===== src/rtl/pbr_pkg.sv =====
package pbr_pkg;

    localparam int ADDR_W = 32;
    localparam int DATA_W = 32;

    // system bus transfer type codes
    localparam logic [1:0] TR_IDLE   = 2'b00;
    localparam logic [1:0] TR_BUSY   = 2'b01;
    localparam logic [1:0] TR_NONSEQ = 2'b10;
    localparam logic [1:0] TR_SEQ    = 2'b11;

    typedef enum logic [2:0] {
        ST_IDLE,
        ST_CAPT,
        ST_SETUP,
        ST_ENABLE,
        ST_DONE
    } seq_state_t;

    typedef struct packed {
        logic [ADDR_W-1:0] addr;
        logic              write;
    } xfer_t;

    function automatic logic trans_active(input logic [1:0] tr);
        return (tr == TR_NONSEQ) || (tr == TR_SEQ);
    endfunction

    function automatic logic seq_busy(input seq_state_t st);
        return (st == ST_CAPT) || (st == ST_SETUP) || (st == ST_ENABLE);
    endfunction

endpackage


===== src/rtl/pbr_decode.sv =====
module pbr_decode
    import pbr_pkg::*;
#(
    parameter int                NSLV      = 4,
    parameter int                REGION_W  = 12,
    parameter logic [ADDR_W-1:0] BASE_ADDR = 32'h8000_0000
) (
    input  logic [ADDR_W-1:REGION_W] addr_hi,
    output logic [NSLV-1:0]          hit,
    input  logic [NSLV-1:0]          rd_sel,
    input  logic [NSLV*DATA_W-1:0]   rdata_bus,
    output logic [DATA_W-1:0]        rdata
);
    localparam int IDXW = (NSLV > 1) ? $clog2(NSLV) : 1;
    localparam int HI   = REGION_W + IDXW;

    logic            in_win;
    logic [IDXW-1:0] idx;

    assign in_win = (addr_hi[ADDR_W-1:HI] == BASE_ADDR[ADDR_W-1:HI]);
    assign idx    = addr_hi[HI-1:REGION_W];

    for (genvar g = 0; g < NSLV; g++) begin : g_hit
        assign hit[g] = in_win && (idx == IDXW'(g));
    end

    // AND-OR read mux driven by the registered one-hot select
    always_comb begin
        rdata = '0;
        for (int i = 0; i < NSLV; i++) begin
            if (rd_sel[i]) rdata = rdata | rdata_bus[i*DATA_W +: DATA_W];
        end
    end

endmodule


===== src/rtl/pbr_seq.sv =====
module pbr_seq
    import pbr_pkg::*;
#(
    parameter int NSLV = 4
) (
    input  logic              clk,
    input  logic              rst,
    input  logic              sb_sel,
    input  logic [ADDR_W-1:0] sb_addr,
    input  logic [1:0]        sb_trans,
    input  logic              sb_write,
    input  logic [DATA_W-1:0] sb_wdata,
    input  logic              sb_ready_in,
    input  logic [NSLV-1:0]   dec_hit,
    input  logic [DATA_W-1:0] rd_mux,
    output logic [NSLV-1:0]   sel_q,
    output logic              sb_ready_out,
    output logic [DATA_W-1:0] sb_rdata,
    output logic [ADDR_W-1:0] pb_addr,
    output logic [NSLV-1:0]   pb_sel,
    output logic              pb_enable,
    output logic              pb_write,
    output logic [DATA_W-1:0] pb_wdata
);
    seq_state_t        state;
    xfer_t             xfer_q;
    logic [DATA_W-1:0] wdata_q;
    logic [DATA_W-1:0] rdata_q;
    logic              can_take;
    logic              accept;

    assign can_take = (state == ST_IDLE) || (state == ST_DONE);
    assign accept   = can_take && sb_sel && sb_ready_in && trans_active(sb_trans);

    always_ff @(posedge clk) begin
        if (rst) begin
            state   <= ST_IDLE;
            xfer_q  <= '0;
            sel_q   <= '0;
            wdata_q <= '0;
            rdata_q <= '0;
        end else begin
            unique case (state)
                ST_IDLE, ST_DONE: begin
                    if (accept) begin
                        xfer_q <= '{addr: sb_addr, write: sb_write};
                        sel_q  <= dec_hit;
                        state  <= ST_CAPT;
                    end else begin
                        state  <= ST_IDLE;
                    end
                end
                ST_CAPT: begin
                    wdata_q <= sb_wdata;
                    state   <= ST_SETUP;
                end
                ST_SETUP: state <= ST_ENABLE;
                ST_ENABLE: begin
                    if (!xfer_q.write) rdata_q <= rd_mux;
                    state <= ST_DONE;
                end
                default: state <= ST_IDLE;
            endcase
        end
    end

    assign pb_sel       = ((state == ST_SETUP) || (state == ST_ENABLE)) ? sel_q : '0;
    assign pb_enable    = (state == ST_ENABLE);
    assign pb_addr      = xfer_q.addr;
    assign pb_write     = xfer_q.write;
    assign pb_wdata     = wdata_q;
    assign sb_ready_out = !seq_busy(state);
    assign sb_rdata     = rdata_q;

    // an enable cycle always follows a setup cycle
    a_r3_setup_before_enable: assert property (@(posedge clk) disable iff (rst)
        pb_enable |-> ($past(|pb_sel) || $past(state == ST_SETUP)) && !$past(pb_enable));

    // control and data held across setup and enable
    a_r4_stable_ctrl: assert property (@(posedge clk) disable iff (rst)
        pb_enable |-> $stable(pb_addr) && $stable(pb_write) && $stable(pb_wdata) && $stable(pb_sel));

    // enable lasts one cycle and the bus drops afterwards
    a_r5_enable_drops: assert property (@(posedge clk) disable iff (rst)
        pb_enable |=> !pb_enable && (pb_sel == '0));

    // the system bus is stalled while the peripheral bus is in use
    a_r6_stall_while_active: assert property (@(posedge clk) disable iff (rst)
        ((|pb_sel) || pb_enable) |-> !sb_ready_out);

    // at most one peripheral selected
    a_r8_onehot_sel: assert property (@(posedge clk) disable iff (rst)
        $onehot0(pb_sel));

    // ready high means nothing in flight on the peripheral side
    a_r11_quiet_when_ready: assert property (@(posedge clk) disable iff (rst)
        sb_ready_out |-> !pb_enable && (pb_sel == '0));

endmodule


===== src/rtl/sysbus_periph_bridge.sv =====
module sysbus_periph_bridge
    import pbr_pkg::*;
#(
    parameter int                NSLV      = 4,
    parameter int                REGION_W  = 12,
    parameter logic [ADDR_W-1:0] BASE_ADDR = 32'h8000_0000
) (
    input  logic                   clk,
    input  logic                   rst,
    input  logic                   sb_sel,
    input  logic [ADDR_W-1:0]      sb_addr,
    input  logic [1:0]             sb_trans,
    input  logic                   sb_write,
    input  logic [DATA_W-1:0]      sb_wdata,
    input  logic                   sb_ready_in,
    output logic                   sb_ready_out,
    output logic [DATA_W-1:0]      sb_rdata,
    output logic [ADDR_W-1:0]      pb_addr,
    output logic [NSLV-1:0]        pb_sel,
    output logic                   pb_enable,
    output logic                   pb_write,
    output logic [DATA_W-1:0]      pb_wdata,
    input  logic [NSLV*DATA_W-1:0] pb_rdata_bus
);
    logic [NSLV-1:0]   dec_hit;
    logic [NSLV-1:0]   sel_q;
    logic [DATA_W-1:0] rd_mux;

    pbr_decode #(
        .NSLV(NSLV), .REGION_W(REGION_W), .BASE_ADDR(BASE_ADDR)
    ) u_decode (
        .addr_hi   (sb_addr[ADDR_W-1:REGION_W]),
        .hit       (dec_hit),
        .rd_sel    (sel_q),
        .rdata_bus (pb_rdata_bus),
        .rdata     (rd_mux)
    );

    pbr_seq #(.NSLV(NSLV)) u_seq (
        .clk          (clk),
        .rst          (rst),
        .sb_sel       (sb_sel),
        .sb_addr      (sb_addr),
        .sb_trans     (sb_trans),
        .sb_write     (sb_write),
        .sb_wdata     (sb_wdata),
        .sb_ready_in  (sb_ready_in),
        .dec_hit      (dec_hit),
        .rd_mux       (rd_mux),
        .sel_q        (sel_q),
        .sb_ready_out (sb_ready_out),
        .sb_rdata     (sb_rdata),
        .pb_addr      (pb_addr),
        .pb_sel       (pb_sel),
        .pb_enable    (pb_enable),
        .pb_write     (pb_write),
        .pb_wdata     (pb_wdata)
    );

endmodule


===== config.mk =====
export PLATFORM = sky130hd
export DESIGN_NAME = sysbus_periph_bridge
export DESIGN_NICKNAME = d
export VERILOG_FILES = /design/src/rtl/pbr_pkg.sv /design/src/rtl/pbr_decode.sv /design/src/rtl/pbr_seq.sv /design/src/rtl/sysbus_periph_bridge.sv
export SDC_FILE = /design/constraint.sdc
export NUM_CORES = 1
export LEC_CHECK = 0
export ABC_CLOCK_PERIOD_IN_PS = 1720
export BUFFER_PORTS_ARGS = -buffer_cell sky130_fd_sc_hd__clkbuf_2
export CORE_UTILIZATION = 30
export DETAILED_ROUTE_END_ITERATION = 10
export GPL_ROUTABILITY_DRIVEN = 0
export PLACE_DENSITY = 0.58
export SETUP_SLACK_MARGIN = 0.5
export SLEW_MARGIN = 15
export SYNTH_ARGS = -nofsm -noshare
export SYNTH_HDL_FRONTEND = slang
export SYNTH_SLANG_ARGS = --single-unit

===== constraint.sdc =====
create_clock -name clk -period 1.72 [get_ports clk]
set_clock_uncertainty 0.15 [all_clocks]
set_input_delay 0.172 -clock clk [delete_from_list [all_inputs] [get_ports clk]]
set_output_delay 0.172 -clock clk [all_outputs]
set_load 0.01 [all_outputs]

======== Yosys cells after proc, flatten, opt, wreduce, memory -nomap -nowiden ========
Cells that the tools add are included.
cells by class
  $add $sub $neg .......................... 0
  $mul .................................... 0
  div/mod/pow operators ................... 0
  $lt $le $gt $ge ......................... 0
  eq/ne operators ......................... 10
  shift operators ......................... 0
  muxes and demuxes ....................... 7
  bitwise logic cells ..................... 4
  reduce and logical (&&, ||, !) cells .... 18
operators by type and width
  cell                                                 count
  two-way mux 32 bit                                   4
  bitwise OR 32 bit                                    3
  equality test 18 bit, second input constant          1
  case mux 3 bit (4 select lines)                      1
  equality test 2 bit, second input constant           4
  logical AND 1 bit                                    7
  equality test 3 x 2 -> 1 bit, second input constant  2
  logical OR 1 bit                                     5
  two-way mux 4 bit                                    1
  AND reduction 2 bit                                  2
  equality test 3 x 1 -> 1 bit, second input constant  1
  equality test 3 bit, second input constant           1
  logical NOT 3 bit                                    1
  equality test 2 x 1 -> 1 bit, second input constant  1
  logical NOT 2 bit                                    1
  OR reduction 2 bit                                   1
  logical NOT 1 bit                                    1
  two-way mux 1 bit                                    1
  NOT 1 bit                                            1
word-level totals
  register bits ........................... 104
  latch bits .............................. 0
  RAM bits ................................ 0
  memory bits (read-only) ................. 0
  input bits .............................. 199
  output and inout bits ................... 103
  logic and storage cells ................. 45
  memories ................................ 0

======== Depth between registers and ports, before layout ========
Gate-level depths: netlist of the first run.
  depth in word-level cells ............... 7
  mapped depth ............................ 6
  depth with buffers taken out ............ 4

======== Hierarchy ========
From an unflattened synthesis of the first run, not the netlist that was laid out.
second synthesis, totals
  cell total of the unflattened synthesis .. 581
  area total of the unflattened synthesis .. 4,790.8 um^2
modules (own cells, without submodules)
  module      times used  cells an instance  area an instance (um^2)  seq. area each (um^2)
  pbr_seq     1           460                4,047.6                  2,082.0
  pbr_decode  1           121                743.2                    0.0

======== Worst setup path before layout of the first run ========
OpenSTA, ideal clock, no wires.
  path kind ............................... reg2reg
  start ................................... register u_seq.state[0]
  end ..................................... register u_seq.wdata_q[26] (netlist: u_seq.pb_wdata[26])
  library setup time ...................... 0.132 ns
  data arrival time ....................... 1.129 ns
  data required time ...................... 1.438 ns
  setup slack ............................. 0.309 ns
  cell stages (with the launch flop) ...... 6
  path buffers ............................ 2
  period minus slack after synthesis ...... 1.411 ns
  cells stage by stage .................... dfxtp_1 or3b_1 clkbuf_1 buf_2 nand2_1 a21oi_1
between the ends
  longest elaborated chain between the ends .. 1
RTL lines
  element                       RTL line       text
  start: declaration            pbr_seq.sv:25  seq_state_t state;
  start signal: assignment      pbr_seq.sv:37  state <= ST_IDLE;
  start signal: assignment      pbr_seq.sv:48  state <= ST_CAPT;
  start signal: assignment      pbr_seq.sv:50  state <= ST_IDLE;
  equality test 3 x 1 -> 1 bit  pbr_seq.sv:43  unique case (state)
  end signal: assignment        pbr_seq.sv:54  wdata_q <= sb_wdata;
  end: declaration              pbr_seq.sv:27  logic [DATA_W-1:0] wdata_q;
No other way between the ends.
A chain may end at the register's enable or synchronous reset.

======== Worst setup path after layout of the first run ========
  start ................................... register u_seq.state[1]
  end ..................................... register u_seq.wdata_q[25] (netlist: u_seq.pb_wdata[25])
The elaborated chain is that of the path after synthesis.

==> results_dict.tcl, run 1 <==
set metrics [dict create \
    status "finished, final reports clean" \
    critical_path_buf_inv_count 2 \
    hold_viol_final 0 \
    cpLargestDelayFamily "simple AND/OR/NAND/NOR gates" \
    die_area_um2 14800 \
    fin_nets 1073 \
    clkTransAtPathRegs_ns 0.08 \
    path_class "flip-flop to flip-flop" \
    relSlewSlack_pct 71.3 \
    yosysMostFrequentCell "nand2_1" \
    critPathMaxFanout 32 \
    core-area_um2 13900 \
    fmax_mhz 653 \
    synth_common_cells "nand2_1 (132), dfxtp_1 (104), a21oi_1 (68)" \
    row_count 43 \
    critPathCaptureType "flip-flop" \
    synth_edf_count 0 \
    drtAntennaViolNets 0 \
    async_flop_share_pct 0 \
    overflow 0 \
    hpwl_um 10900 \
    grt_pass1_wl_um 24900 \
    grt_max_degree 50 \
    start_kind "flip-flop" \
    finalCritPeriodShare_pct 89.0 \
    maxCapViolCount 0 \
    path_cells "buf_4, or3b_1, buf_12, nand2_1, a21oi_1" \
    ys_seq_area_share_pct 48.6 \
    synth.area.top_cells "dfxtp_1 (49%), nand2_1 (12%), a22oi_1 (11%)" \
    final_core_util_pct 55.9 \
    yosysTopAreaCell "dfxtp_1" \
    grt_usage_pct 22.0 \
    wl_um 18000 \
    wl_per_cell_um 17.0 \
    rsz0062_at_grt "true" \
    worst_pin_slew_ns 0.427 \
    io_buffers 300 \
    synth_cell_types 32 \
    synth_cells 516 \
    layout-drive-gt1-share_pct 48.8 \
    hold_class "primary input to flip-flop" \
    first_pass_iters 4 \
    power_density_nw_per_um2 721 \
    synth_nets 715 \
    via_per_inst 5.03 \
    final_area_um2 7760 \
    numCtsBuffers 9 \
    netlist.area_leader.share_pct 48.6 \
    num_antenna_cells 0 \
    area_delta_synth_final_pct 81.2 \
    grt_antenna_before_repair 0 \
    fin_crit_ns 1.53 \
    whs_ns 0.0275 \
    clock_sinks 104 \
    p_leak_uw 0.00344 \
    dr_total_vias 5332 \
    synth_ff_type "dfxtp_1" \
    die_w_um 121 \
    syn_area_um2 4280 \
    final_max_slew_viol_count 0 \
    cts_tree "done" \
    clkLatencyLatePin_ns 0.35 \
    setup_viol 0 \
    drc_errors 0 \
    fp.dieH_um 121 \
    synth_area_per_cell_um2 8.30 \
    root_buffer "clkbuf_16" \
    drt-initial-drc-count 196 \
    ctsLongestPathBuffers 2 \
    peakVddDrop_mv 0.479 \
    fin_setup_tns_ns 0 \
    num_io_pins 302 \
    cp.arrival_ns 1.61 \
    htreeDepth 3 \
    max_stage_delay_ns 0.39 \
    slowest_stage "or3b_1" \
    grt_pass1_vias 4935 \
    ys_ff_latch 104 \
    postPlaceCellArea_um2 6040 \
    cp.required_ns 1.80 \
    start_util_pct 30.8 \
    yosys_warnings 0 \
]
## routing by layer
layer	track usage, %	vias to the layer above	wire [um]
met2	40.4	228	9350
met5	0	-	0
met3	4.37	28	1180
met4	8.41	0	364
met1	24.8	2514	7130
li1	-	2562	-
## cells by family after synthesis
kind of cell,count (synthesis),share of synthesized area (%)
xor gates and xnor gates,1,0.205
and+or+nand+nor,195,19.9
AOI/OAI and AO/OA,166,26.1
buffers and inverters,50,5.14
DFF,104,48.6
## final timing paths
kind / startpoint / to / slack (ns) / cells after the start
setup / recovery: u_seq.state[1]$_SDFF_PP0_ / u_seq.pb_wdata[25]$_SDFFE_PP0P_ / 0.19 / 5
hold / removal: pb_rdata_bus[127] / u_seq.sb_rdata[31]$_SDFFE_PP0P_ / 0.03 / 3
setup reg to reg: u_seq.state[1]$_SDFF_PP0_ / u_seq.pb_wdata[25]$_SDFFE_PP0P_ / 0.19 / 5
hold reg to reg: u_seq.pb_wdata[11]$_SDFFE_PP0P_ / u_seq.pb_wdata[11]$_SDFFE_PP0P_ / 0.30 / 2
## power breakdown
group	internal, uW	leakage [uW]	total [uW]	switching (uW)
Sequential	2470	0.000847	2520	43.9
Combinational	453	0.00244	850	396
Clock	1240	0.000156	2220	987
Total	4160	0.00344	5590	1430
## through the flow
stage	total power [uW]	std cells	setup slack [ns]
2_1_floorplan	2820	516	0.345
6_report	5590	1059	0.189
3_5_place_dp	3170	961	0.176
5_1_grt	5800	1059	0.145
3_3_place_gp	3160	961	0.195
4_1_cts	5540	1055	0.190
## flip-flops by register name, indices dropped and copies added (netlist names)
register,flops
u_seq.pb_addr,32
u_seq.pb_wdata,32
u_seq.pb_write,1
u_seq.sb_rdata,32
u_seq.sel_q,4
u_seq.state,3
## area by class of cell
cell class,instances,area [um^2]
repair buffers,395,2750
inverters,1,3.75
fillers,1214,6120
flip-flops and latches,104,2100
clock buffers,10,250
multi-input cells,363,2340
clock inverters,6,75.1
well taps,180,225
## repair_timing
item,4_1_cts,5_1_grt
pin swaps,10,55
hold endpoints to repair,69,0
gates cloned,7,3
resized for setup,29,100
hold buffers,65,0
buffers inserted,6,1
endpoints found under the setup margin,109,109
## cell usage in the layout (no fill, tap or decap), types with 4 or more instances in the layout
cell           Yosys  layout
buf_6              0       7
buf_4              4       7
dfxtp_1          104      96
nand2_2            0       5
dlygate4sd3_1      0      65
buf_12             0      11
a21oi_2            0      30
nand2_1          132     103
dfxtp_4            0       5
nand2_4            0      24
clkbuf_16          0      12
a311oi_1          32      32
clkbuf_2           0     293
bufbuf_16          0       4
nor2_1            35      34
a21oi_1           68      38
a22oi_1           64      64
## tightest hold or removal path, cell delays in order
cell and delay (ns):
clkbuf_2 0.08, a22oi_1 0.12, a311oi_1 0.10
Power figures use the tool's default switching activity.
==> inputs of run 2 (changes only) <==
--- a/config.mk
+++ b/config.mk
@@ -5,8 +5,9 @@
 export SDC_FILE = /design/constraint.sdc
 export NUM_CORES = 1
 export LEC_CHECK = 0
-export ABC_CLOCK_PERIOD_IN_PS = 1720
+export ABC_CLOCK_PERIOD_IN_PS = 1500
 export BUFFER_PORTS_ARGS = -buffer_cell sky130_fd_sc_hd__clkbuf_2
+export CORE_MARGIN = 5
 export CORE_UTILIZATION = 30
 export DETAILED_ROUTE_END_ITERATION = 10
 export GPL_ROUTABILITY_DRIVEN = 0
==> constraint.sdc (replaced) <==
create_clock -name clk -period 1.5 [get_ports clk]
set_clock_uncertainty 0.15 [all_clocks]
set_input_delay 0.15 -clock clk [delete_from_list [all_inputs] [get_ports clk]]
set_output_delay 0.15 -clock clk [all_outputs]
set_load 0.01 [all_outputs]
==> results_dict.tcl, run 2 (synthesis results as in run 1) <==
set metrics [dict create \
    final_cell_mix "clkbuf_2 (198), nand2_1 (106), dfxtp_2 (95)" \
    hold_class "primary input to flip-flop" \
    core-area_um2 13900 \
    area_delta_synth_final_pct 111 \
    critPathCaptureType "flip-flop" \
    drc_errors 0 \
    use_met1_pct 20.4 \
    num_antenna_cells 0 \
    drtAntennaViolNets 0 \
    die_w_um 129 \
    overflow 0 \
    final_area_um2 9050 \
    peakVddDrop_mv 0.568 \
    min_to "u_seq.sel_q[0]$_SDFFE_PP0P_" \
    reg2reg_depth 5 \
    grt_antenna_before_repair 0 \
    setup_ws_ns -0.0641 \
    use_met2_pct 37.2 \
    cp.arrival_ns 1.65 \
    ctsLongestPathBuffers 2 \
    grt_usage_pct 19.9 \
    pre_cts_slack_ns -0.0155 \
    maxCapViolCount 0 \
    root_buffer "clkbuf_16" \
    finalCritPeriodShare_pct 104 \
    die_area_um2 16800 \
    hold_viol_final 0 \
    final_cells 1109 \
    row_count 43 \
    worst_pin_slew_ns 0.398 \
    htreeDepth 3 \
    status "finished with violations" \
    fmax_mhz 639 \
    reg2reg_from "u_seq.state[2]$_SDFF_PP0_" \
    grt_pass1_wl_um 26800 \
    rsz0062_at_grt "true" \
    wl_um 20000 \
    fillCellCount 1051 \
    path_class "flip-flop to flip-flop" \
    relSlewSlack_pct 73.3 \
    grt_pass1_vias 5483 \
    busiest_layer "met2" \
    postPlaceCellArea_um2 6090 \
    start_kind "flip-flop" \
    io_buffers 300 \
    start_util_pct 30.7 \
    cp-startpoint "u_seq.state[2]$_SDFF_PP0_" \
    final_common_cell "clkbuf_2" \
    hpwl_um 11900 \
    numCtsBuffers 9 \
    cp.required_ns 1.58 \
    clkTransAtPathRegs_ns 0.08 \
    failed_checks "negative setup slack" \
    rrSetupSlack_ns -0.06 \
    clock_sinks 104 \
    fin_nets 1123 \
    placed_cells 966 \
    fp.dieH_um 129 \
    final_max_slew_viol_count 0 \
    fin_crit_ns 1.56 \
    met3_usage_pct 5.61 \
    clkLatencyLatePin_ns 0.35 \
    ff_latch_area_um2 2220 \
    drt-initial-drc-count 238 \
    layout-drive-gt1-share_pct 62.3 \
    setup_viol 54 \
    critPathMaxFanout 8 \
    grt_max_degree 34 \
    power_density_nw_per_um2 742 \
    first_pass_iters 4 \
    hold_depth 4 \
    wl_per_cell_um 18.1 \
    multi_input_comb_area_um2 2340 \
    worstReg2RegEnd "u_seq.pb_wdata[30]$_SDFFE_PP0P_" \
    cts_tree "done" \
    num_io_pins 302 \
    hold_start "sb_addr[13]" \
    dr_total_vias 5606 \
    p_leak_uw 0.00380 \
    via_per_inst 5.06 \
]
-- run 2: changes by cell type in the layout (fill, tap and decap cells not counted), sizes merged --
cell and change:
dlygate4sd3 +7, clkinv -1, bufinv +1, and4 -1
inv +2, bufbuf -4, clkbuf -92, clkinvlp -1
buf +139
-- run 2: final cells by class --
class / instances / area share, %
clock buffers: 9 / 2.49
clock inverters: 7 / 1.12
inverters: 1 / 0.0415
multi-input cells: 362 / 25.9
flip-flops and latches: 104 / 24.5
well taps: 180 / 2.49
repair buffers: 446 / 43.5
-- run 2: layer usage --
metal / share of wire, % / vias up
met5: 0 / -
met4: 4.6 / 0
met3: 8.0 / 61
met2: 53 / 252
met1: 34 / 2638
li1: - / 2655
-- run 2: repair_timing --
action | in CTS | in global routing
resized for setup | 158 | 256
pin swaps | 32 | 22
hold endpoints to repair | 74 | 0
hold buffers | 72 | 0
endpoints found under the setup margin | 205 | 206
buffers inserted | 20 | 22
gates cloned | 6 | 7
-- run 2: metrics by stage --
stage                     hold WS, ns  util [%]  TNS (ns)  total power (uW)
after floorplan                0.0963         -         0              3220
after global placement          0.223      43.7         0              3640
after detailed placement        0.235      43.7   -0.0245              3650
after CTS                    -0.00237      57.3    -0.553              6530
after global routing           0.0128      65.0     -7.36              6990
final                         0.00722      65.0     -2.03              6710
-- run 2: how the worst max path moves through the flow --
stage / end / slack (ns) / cells past startpoint
floorplan: u_seq.pb_wdata[26]$_SDFFE_PP0P_ / 0.14 / 5
global placement: u_seq.sel_q[0]$_SDFFE_PP0P_ / 0.003 / 5
detailed placement: u_seq.sel_q[0]$_SDFFE_PP0P_ / -0.02 / 5
CTS: pb_sel[1] / -0.06 / 3
global route: u_seq.pb_wdata[24]$_SDFFE_PP0P_ / -0.17 / 7
finish: u_seq.pb_wdata[30]$_SDFFE_PP0P_ / -0.06 / 5
-- run 2: critical path, cell delays in order, from the launching register on --
cell       delay [ns]
dfxtp_4          0.37
buf_4            0.14
or3b_4           0.46
clkbuf_16        0.20
nand2_2          0.07
a21oi_1          0.07
-- run 2: power breakdown --
| group | total [uW] | internal (uW) | switching [uW] |
|---|---|---|---|
| Sequential | 2930 | 2850 | 74.5 |
| Clock | 2600 | 1490 | 1120 |
| Combinational | 1190 | 709 | 478 |
==> inputs of run 3 (changes only) <==
--- a/config.mk
+++ b/config.mk
@@ -11,7 +11,7 @@
 export CORE_UTILIZATION = 30
 export DETAILED_ROUTE_END_ITERATION = 10
 export GPL_ROUTABILITY_DRIVEN = 0
-export PLACE_DENSITY = 0.58
+export PLACE_DENSITY = 0.64
 export SETUP_SLACK_MARGIN = 0.5
 export SLEW_MARGIN = 15
 export SYNTH_ARGS = -nofsm -noshare
==> results_dict.tcl, run 3 (synthesis results as in run 1) <==
set metrics [dict create \
    final_max_slew_viol_count 0 \
    fmax_mhz 634 \
    start_util_pct 30.7 \
    hold_class "primary input to flip-flop" \
    first_pass_iters 6 \
    dr_total_vias 5645 \
    drc_errors 0 \
    cts_hold_buf 74 \
    start_kind "flip-flop" \
    numCtsBuffers 9 \
    drt-met1-wl_um 7710 \
    placed_cells 972 \
    wl_met2_um 10700 \
    finalCritPeriodShare_pct 105 \
    relSlewSlack_pct 74.9 \
    fin_setup_tns_ns -1.31 \
    fin_crit_ns 1.58 \
    row_count 43 \
    totalPowerFinal_uw 6650 \
    hold_viol_final 7 \
    drt-initial-drc-count 281 \
    p_leak_uw 0.00386 \
    grt_pass1_vias 5486 \
    rsz0062_at_grt "true" \
    path_cells "nor2_4, and4_4, buf_12, buf_12, nand2_1, a21oi_1" \
    final_core_util_pct 63.9 \
    critPathCaptureType "flip-flop" \
    io_buffers 300 \
    die_area_um2 16800 \
    setup_ws_ns -0.0770 \
    clkLatencyLatePin_ns 0.35 \
    layout-drive-gt1-share_pct 64.0 \
    via_per_inst 5.09 \
    met3_length_um 1630 \
    clock_sinks 104 \
    slowest_stage "dfxtp_4" \
    maxCapViolCount 0 \
    drtAntennaViolNets 0 \
    peakVddDrop_mv 0.519 \
    multi_input_comb_area_um2 2410 \
    power_density_nw_per_um2 747 \
    area_delta_synth_final_pct 108 \
    highest_layer "met4" \
    failed_checks "negative hold slack, negative setup slack" \
    final_common_cell "clkbuf_2" \
    whs_ns -0.0289 \
    cpLargestDelayFamily "simple AND/OR/NAND/NOR gates" \
    fin_nets 1124 \
    cp.required_ns 1.61 \
    final_cells 1110 \
    wl_um 20800 \
    max_stage_delay_ns 0.38 \
    cp.arrival_ns 1.69 \
    overflow 0 \
    final_cell_mix "clkbuf_2 (227), dfxtp_2 (96), nand2_1 (89)" \
    grt_pass1_wl_um 27700 \
    root_buffer "clkbuf_16" \
    hpwl_um 12000 \
    crit_top_cell "buf_12" \
    fp.dieH_um 129 \
    critical_path_buf_inv_count 2 \
    htreeDepth 3 \
    fillCellCount 1090 \
    status "finished with violations" \
    clkTransAtPathRegs_ns 0.07 \
    grt_antenna_before_repair 0 \
    ff_latch_area_um2 2220 \
    cts_tree "done" \
    num_io_pins 302 \
    num_antenna_cells 0 \
    path_class "flip-flop to flip-flop" \
    grt_usage_pct 21.0 \
    critPathMaxFanout 10 \
    grt_max_degree 35 \
    setup_viol 49 \
    core-area_um2 13900 \
    ctsLongestPathBuffers 2 \
    wl_per_cell_um 18.7 \
    worst_pin_slew_ns 0.376 \
    die_w_um 129 \
]
[run 3: layer usage]
metal,track usage [%],vias up
li1,-,2666
met1,22.9,2636
met2,37.5,284
met3,6.68,59
met4,8.86,0
met5,0,-
[run 3: area by class of cell]
type | count | share of cell area (%)
Timing Repair Buffer | 447 | 41.8
Multi-Input combinational cell | 362 | 27.1
Sequential cell | 104 | 24.9
Clock buffer | 11 | 2.85
Tap cell | 180 | 2.53
Clock inverter | 5 | 0.787
Inverter | 1 | 0.0421
[run 3: metrics by stage]
step	instance area [um^2]	setup slack (ns)
5_1_grt	8910	-0.151
3_5_place_dp	6140	-0.0155
4_1_cts	7920	-0.112
3_3_place_gp	6140	-0.000783
2_1_floorplan	4390	0.135
6_report	8910	-0.0770
[run 3: repair_timing]
action                                  CTS  global route
gates cloned                              7             5
hold endpoints to repair                 80             6
setup buffers                            17            19
endpoints found under the setup margin  205           206
gates resized for setup                 152           230
pin swaps                                 8            13
[run 3: path summary, 6_finish.rpt]
kind / start / endpoint / slack [ns] / cells after the start
worst min-delay path: rst / u_seq.pb_write$_SDFFE_PP0P_ / -0.03 / 2
worst max-delay path: u_seq.state[0]$_SDFF_PP0_ / u_seq.pb_addr[17]$_SDFFE_PP0P_ / -0.08 / 6
worst max register to register: u_seq.state[0]$_SDFF_PP0_ / u_seq.pb_addr[17]$_SDFFE_PP0P_ / -0.08 / 6
worst min register to register: u_seq.pb_wdata[24]$_SDFFE_PP0P_ / u_seq.pb_wdata[24]$_SDFFE_PP0P_ / 0.30 / 2
[run 3: power breakdown]
group	total (uW)	internal, uW	leakage (uW)	switching, uW
registers	2920	2850	0.000892	65.8
clock network	2550	1430	0.000159	1120
logic	1190	677	0.00281	508
